`config.mk`:
```
export PLATFORM = sky130hd
export DESIGN_NAME = flash_rst_seq
export DESIGN_NICKNAME = d
export VERILOG_FILES = /design/src/rtl/frs_pkg.sv /design/src/rtl/frs_sync.sv /design/src/rtl/frs_timer.sv /design/src/rtl/frs_fsm.sv /design/src/rtl/flash_rst_seq.sv
export SDC_FILE = /design/constraint.sdc
export NUM_CORES = 1
export LEC_CHECK = 0
export CORE_MARGIN = 3
export CORE_UTILIZATION = 45
export CTS_CLUSTER_DIAMETER = 120
export DETAILED_ROUTE_END_ITERATION = 8
export PLACE_DENSITY = 0.68
export SLEW_MARGIN = 20
export SYNTH_ARGS = -nofsm -noshare
export SYNTH_HDL_FRONTEND = slang
export SYNTH_HIERARCHICAL = 1
export SYNTH_SLANG_ARGS = --single-unit
```
`constraint.sdc`:
```
create_clock -name clk -period 1.25 [get_ports clk]
set_input_delay 0.25 -clock clk [delete_from_list [all_inputs] [get_ports clk]]
set_output_delay 0.25 -clock clk [all_outputs]
set_load 0.02 [all_outputs]
```
`src/rtl/frs_pkg.sv`:
```
// Package: shared state encoding for the flash reset sequencer.
// Assumes: nothing beyond IEEE 1800-2017.
package frs_pkg;
    typedef enum logic [1:0] {
        ST_DOWN  = 2'd0,   // power-down, outputs off
        ST_ABORT = 2'd1,   // shutdown interval after an aborted operation
        ST_WAKE  = 2'd2,   // recovery delays running
        ST_RUN   = 2'd3    // normal operation
    } frs_state_e;
endpackage

```
`src/rtl/frs_sync.sv`:
```
// Module: frs_sync
// Brings the asynchronous pin level into the clock domain through a chain
// of flops. Assumes STAGES >= 2. In reset the chain holds 0, which reads as
// a low (asserted) pin.
module frs_sync #(
    parameter int STAGES = 2
) (
    input  logic clk,
    input  logic rst_n,
    input  logic d,
    output logic q
);
    logic [STAGES-1:0] chain;

    // Shift the raw pin level through the synchroniser chain.
    always_ff @(posedge clk) begin
        if (!rst_n) begin
            chain <= '0;
        end else begin
            chain <= {chain[STAGES-2:0], d};
        end
    end

    assign q = chain[STAGES-1];
endmodule

```
`src/rtl/frs_timer.sv`:
```
// Module: frs_timer
// Interval counter. It counts cycles while run is high and clears when run
// is low. last marks the LIMIT-th running cycle. done holds once LIMIT cycles
// have run. Assumes LIMIT >= 1.
module frs_timer #(
    parameter int LIMIT = 4
) (
    input  logic clk,
    input  logic rst_n,
    input  logic run,
    output logic last,
    output logic done
);
    localparam int W = $clog2(LIMIT + 1);
    localparam logic [W-1:0] CMAX = W'(LIMIT);
    localparam logic [W-1:0] CPRE = W'(LIMIT - 1);

    logic [W-1:0] cnt;

    // Count running cycles, saturating at LIMIT; clear whenever idle.
    always_ff @(posedge clk) begin
        if (!rst_n) begin
            cnt <= '0;
        end else if (!run) begin
            cnt <= '0;
        end else if (cnt != CMAX) begin
            cnt <= cnt + 1'b1;
        end
    end

    assign last = run && (cnt == CPRE);
    assign done = (cnt == CMAX);
endmodule

```
`src/rtl/frs_fsm.sv`:
```
// Module: frs_fsm
// Control state machine of the reset sequencer. Decides abort, power-down,
// wake-up and run from the synchronised pin and the timer flags, and drives
// all port-level qualifiers. Assumes the timers are cleared when their run
// input drops.
module frs_fsm
    import frs_pkg::*;
(
    input  logic       clk,
    input  logic       rst_n,
    input  logic       pin_lo,
    input  logic       eng_busy,
    input  logic       low_last,
    input  logic       abort_last,
    input  logic [1:0] rec_done,
    output logic       low_run,
    output logic       abort_run,
    output logic       wake_run,
    output logic       out_en,
    output logic       abort_req,
    output logic       abort_done,
    output logic       rd_ok,
    output logic       wr_ok,
    output logic       init_pulse
);
    frs_state_e state, nxt;
    logic       done_q, init_q;

    // Next-state decision from the pin, the busy flag and the timer flags.
    always_comb begin
        nxt = state;
        unique case (state)
            ST_RUN, ST_WAKE: begin
                if (state == ST_RUN && pin_lo && eng_busy) begin
                    nxt = ST_ABORT;
                end else if (low_last) begin
                    nxt = ST_DOWN;
                end else if (state == ST_WAKE && (&rec_done)) begin
                    nxt = ST_RUN;
                end
            end
            ST_ABORT: begin
                if (abort_last) begin
                    nxt = pin_lo ? ST_DOWN : ST_WAKE;
                end
            end
            ST_DOWN: begin
                if (!pin_lo) begin
                    nxt = ST_WAKE;
                end
            end
            default: nxt = ST_DOWN;
        endcase
    end

    // State register plus the two one-cycle event flags.
    always_ff @(posedge clk) begin
        if (!rst_n) begin
            state  <= ST_DOWN;
            done_q <= 1'b0;
            init_q <= 1'b0;
        end else begin
            state  <= nxt;
            done_q <= (state == ST_ABORT) && abort_last;
            init_q <= (nxt == ST_WAKE) && (state != ST_WAKE);
        end
    end

    // Timer enables and port qualifiers decoded from the current state.
    always_comb begin
        low_run    = (state == ST_RUN || state == ST_WAKE) && pin_lo;
        abort_run  = (state == ST_ABORT);
        wake_run   = (state == ST_WAKE);
        out_en     = (state == ST_RUN) || (state == ST_WAKE);
        abort_req  = (state == ST_ABORT);
        rd_ok      = (state == ST_RUN) || (state == ST_WAKE && rec_done[0]);
        wr_ok      = (state == ST_RUN) || (state == ST_WAKE && rec_done[1]);
        abort_done = done_q;
        init_pulse = init_q;
    end

    AST_ABORT_NEEDS_BUSY: assert property (@(posedge clk) disable iff (!rst_n)
        $rose(abort_req) |-> $past(eng_busy && pin_lo));
    AST_DONE_CLOSES_ABORT: assert property (@(posedge clk) disable iff (!rst_n)
        abort_done |-> ($past(abort_req) && !abort_req));
    AST_INIT_SINGLE: assert property (@(posedge clk) disable iff (!rst_n)
        init_pulse |=> !init_pulse);
    AST_WAKE_NEEDS_HIGH: assert property (@(posedge clk) disable iff (!rst_n)
        (state == ST_WAKE && $past(state) == ST_DOWN) |-> $past(!pin_lo));
    AST_RD_RISES_IN_WAKE: assert property (@(posedge clk) disable iff (!rst_n)
        $rose(rd_ok) |-> ($past(state) == ST_WAKE));
    AST_WR_RISES_IN_WAKE: assert property (@(posedge clk) disable iff (!rst_n)
        $rose(wr_ok) |-> ($past(state) == ST_WAKE));
    AST_QUALS_OFF_IN_ABORT: assert property (@(posedge clk) disable iff (!rst_n)
        abort_req |-> (!rd_ok && !wr_ok && !out_en));
endmodule

```
`src/rtl/flash_rst_seq.sv`:
```
// Module: flash_rst_seq (top)
// Reset/power-down and abort sequencer for an automated flash device.
// Parts: a pin synchroniser, a minimum-width timer, an abort shutdown timer,
// two recovery timers (read, write) and the control FSM.
// Assumes: MIN_LOW, ABORT_LEN, RD_REC and WR_REC >= 1; SYNC_STAGES >= 2.
module flash_rst_seq #(
    parameter int SYNC_STAGES = 2,
    parameter int MIN_LOW     = 4,
    parameter int ABORT_LEN   = 6,
    parameter int RD_REC      = 3,
    parameter int WR_REC      = 5
) (
    input  logic clk,
    input  logic rst_n,
    input  logic pin_n,
    input  logic eng_busy,
    output logic out_en,
    output logic abort_req,
    output logic abort_done,
    output logic rd_ok,
    output logic wr_ok,
    output logic init_pulse
);
    localparam int NREC = 2;
    localparam int REC_LEN [NREC] = '{RD_REC, WR_REC};

    logic            pin_s, pin_lo;
    logic            low_run, low_last, low_done;
    logic            abort_run, abort_last, abort_full;
    logic            wake_run;
    logic [NREC-1:0] rec_done;
    logic [NREC-1:0] rec_last;

    frs_sync #(.STAGES(SYNC_STAGES)) u_sync (
        .clk(clk), .rst_n(rst_n), .d(pin_n), .q(pin_s)
    );
    assign pin_lo = !pin_s;

    frs_timer #(.LIMIT(MIN_LOW)) u_low_tmr (
        .clk(clk), .rst_n(rst_n), .run(low_run), .last(low_last), .done(low_done)
    );

    frs_timer #(.LIMIT(ABORT_LEN)) u_abort_tmr (
        .clk(clk), .rst_n(rst_n), .run(abort_run), .last(abort_last), .done(abort_full)
    );

    // One recovery timer per qualifier: index 0 reads, index 1 writes.
    for (genvar i = 0; i < NREC; i++) begin : g_rec
        frs_timer #(.LIMIT(REC_LEN[i])) u_rec_tmr (
            .clk(clk), .rst_n(rst_n), .run(wake_run),
            .last(rec_last[i]), .done(rec_done[i])
        );
    end

    frs_fsm u_fsm (
        .clk(clk), .rst_n(rst_n), .pin_lo(pin_lo), .eng_busy(eng_busy),
        .low_last(low_last), .abort_last(abort_last), .rec_done(rec_done),
        .low_run(low_run), .abort_run(abort_run), .wake_run(wake_run),
        .out_en(out_en), .abort_req(abort_req), .abort_done(abort_done),
        .rd_ok(rd_ok), .wr_ok(wr_ok), .init_pulse(init_pulse)
    );

    AST_MIN_WIDTH_HELD: assert property (@(posedge clk) disable iff (!rst_n)
        $fell(out_en) && !abort_req |-> $past(pin_lo));
    AST_ABORT_TIMER_BOUND: assert property (@(posedge clk) disable iff (!rst_n)
        abort_full |-> !abort_req);
    AST_LOW_IDLE_DOWN: assert property (@(posedge clk) disable iff (!rst_n)
        low_done |-> !out_en);
    AST_REC_LAST_IN_WAKE: assert property (@(posedge clk) disable iff (!rst_n)
        (|rec_last) |-> (out_en && !abort_req));
endmodule

```
==> out/metrics.cfg, run 1 <==
[run_status]
status = finished with violations
failed_checks = negative setup slack

[drt]
drc_errors = 0
ant_nets = 0
post_drt_wl_per_cell_um = 11.3
routed_wl_mm = 1.74
drt_iter0_drc = 5
num_vias = 740
drt-pass1-iter-count = 4
viasPerCell = 4.81

[pwr]
seq_power_share_pct = 60.3
ir_drop_v = 0.000668
p_sw_uw = 209
power_frac_comb_pct = 8.2
p_int_uw = 716
swShare_pct = 22.6
power.density_nw_per_um2 = 690
leakage_nw = 0.587
p_clk_share_pct = 31.5
p_total_uw = 925

[timing]
setup_viol = 4
fin_crit_ns = 1.50
fin_ws_ns = -0.253
worstMarginPinSlew_ns = 0.264
relSlewSlack_pct = 82.2
period_share_pct = 120
skew_ns = 0.00559
drv_slew = 0
grt_setup_unrepaired = true
clock.fmax_mhz = 666
hold_viol = 0

[cts]
cts_buffers = 3
cts_max_level = 1
tritoncts = yes
root_buffer = clkbuf_4
clk_pin_slew_ns = 0.10
cts_sinks = 17
clock_tree.buffer_depth = 2
hold_buffers = 0
clock_latency_ns = 0.29

[place]
dp_hpwl_mm = 1.23
dp.cells = 145
place.gp.congestion = 0.699
port_buffers = 9

[global_route]
grt_max_degree = 10
met2_usage_pct = 30.0
met3_usage_pct = 3.50
grt_pass1_vias = 769
grt_usage_pct = 16.5
grt_pass1_wl_mm = 3.20
antenna_found_initial = 0
busiest_layer = met2
gr-total-overflow = 0
grt_use_met1_pct = 17.3

[cells_and_area]
final_cell_count_no_fill = 154
drive_gt1_share_pct = 48.8
finalNetCount = 146
multi_input_area_um2 = 631
area_delta_synth_final_pct = 44.9
fillers = 146
seqCellArea_um2 = 353
diodes = 0

[synth]
synth_cells = 97
avgSynthCellArea_um2 = 9.53
ys_warn_count = 6
synth.cell_area_um2 = 925
syn_nets = 113

[critical_path]
cp_slowest_cell = dfxtp_2
critPathBufInv = 2
worstSetupStartpoint = g_rec[1].u_rec_tmr/cnt[1]$_SDFFE_PN0P_
worstPathMaxFanout = 2
crit_chain = inv_2, ha_4, and2_4, o21a_1, buf_6
slowest_delay_ns = 0.34
cp_data_required_time_ns = 1.00
path_delay_family = flip-flops
cp-start-kind = register
crit_type = reg -> out
cp.arrival_ns = 1.25
r2r_start = u_abort_tmr/cnt[1]$_SDFFE_PN0P_
cp-end-kind = output port

[floorplanning]
start_util_pct = 50.3
dieArea_um2 = 2630
die_y_um = 51.3
die_w_um = 51.3
core_area_um2 = 1840
fp-row-count = 15
ioPinCount = 10

[min_path]
holdCritStartpoint = u_sync/chain[0]$_SDFF_PN0_
hold_path_class = reg -> reg

[job]
cap_violations = 0

power groups by stage:
stage	combinational, mW	sequential [mW]	clock [mW]
after floorplan	0.0379	0.569	0
after global placement	0.0690	0.569	0
after detailed placement	0.0711	0.570	0
after CTS	0.0712	0.558	0.308
after global routing	0.0848	0.560	0.334
final	0.0763	0.558	0.291
final cells by class:
cell class	instances	share of cell area [%]
Clock buffer	4	1.96
Inverter	9	2.52
Multi-Input combinational cell	68	47.1
Sequential cell	17	26.3
Tap cell	25	2.33
Timing Repair Buffer	31	19.8
state kept, by name (all words and copies together) (netlist names):
register	count
u_abort_tmr/cnt	3
u_fsm/state	2
u_low_tmr/cnt	3
g_rec.u_rec_tmr/cnt	5
u_fsm/abort_done	1
u_fsm/init_pulse	1
u_sync/chain	2
final timing paths:
check,end,slack (ns),cells after the start
worst max register to register,u_fsm/state[1]$_SDFF_PN0_,-0.01,6
worst max-delay path,wr_ok,-0.25,5
worst min-delay path,u_sync/chain[1]$_SDFF_PN0_,0.44,1
worst min register to register,u_sync/chain[1]$_SDFF_PN0_,0.44,1
layer usage:
layer  vias up  part of all wire [%]
met5         -                     0
met4         0                   2.5
met3         4                   3.2
met2        12                    52
met1       332                    42
li1        392                     -
repair_timing:
item | CTS | global route
resized for setup | 39 | 12
setup buffers | 6 | 1
setup endpoints to repair | 7 | 8
endpoints found under the hold margin | 0 | 0
pin swaps | 7 | 8
stage by stage:
step	TNS (ns)	setup WS (ns)	area, um2	hold WS, ns	utilization, %
2_1_floorplan	-0.249	-0.193	942	0.372	-
4_1_cts	-0.485	-0.285	1290	0.447	70.1
3_3_place_gp	-1.06	-0.409	1160	0.417	63.3
5_1_grt	-0.629	-0.293	1340	0.458	72.9
3_5_place_dp	-1.22	-0.450	1160	0.427	63.3
6_report	-0.356	-0.253	1340	0.438	72.9
layout by cell type, fill, tap and decap left out, drive strengths merged, types with 3 or more instances in the layout:
master,instances
inv,9
a21oi,8
and2,6
a21o,4
buf,25
nand2,7
clkdlybuf4s50,3
dfxtp,17
clkbuf,4
ha,12
nor2,3
nand3,6
worst reg2reg max path, cell delays in order (launching register included):
cell	delay, ns
dfxtp_2	0.33
inv_2	0.07
ha_4	0.12
and3_4	0.19
nor2b_4	0.04
or3_4	0.32
a21oi_2	0.11
No activity file was read; power rests on OpenSTA's default activity.
==> run 2: changes to the inputs <==
CAP_MARGIN = 20   (was unset)
==> results of run 2 <==
Final layout, timing and power as in run 1 (identical DEF).
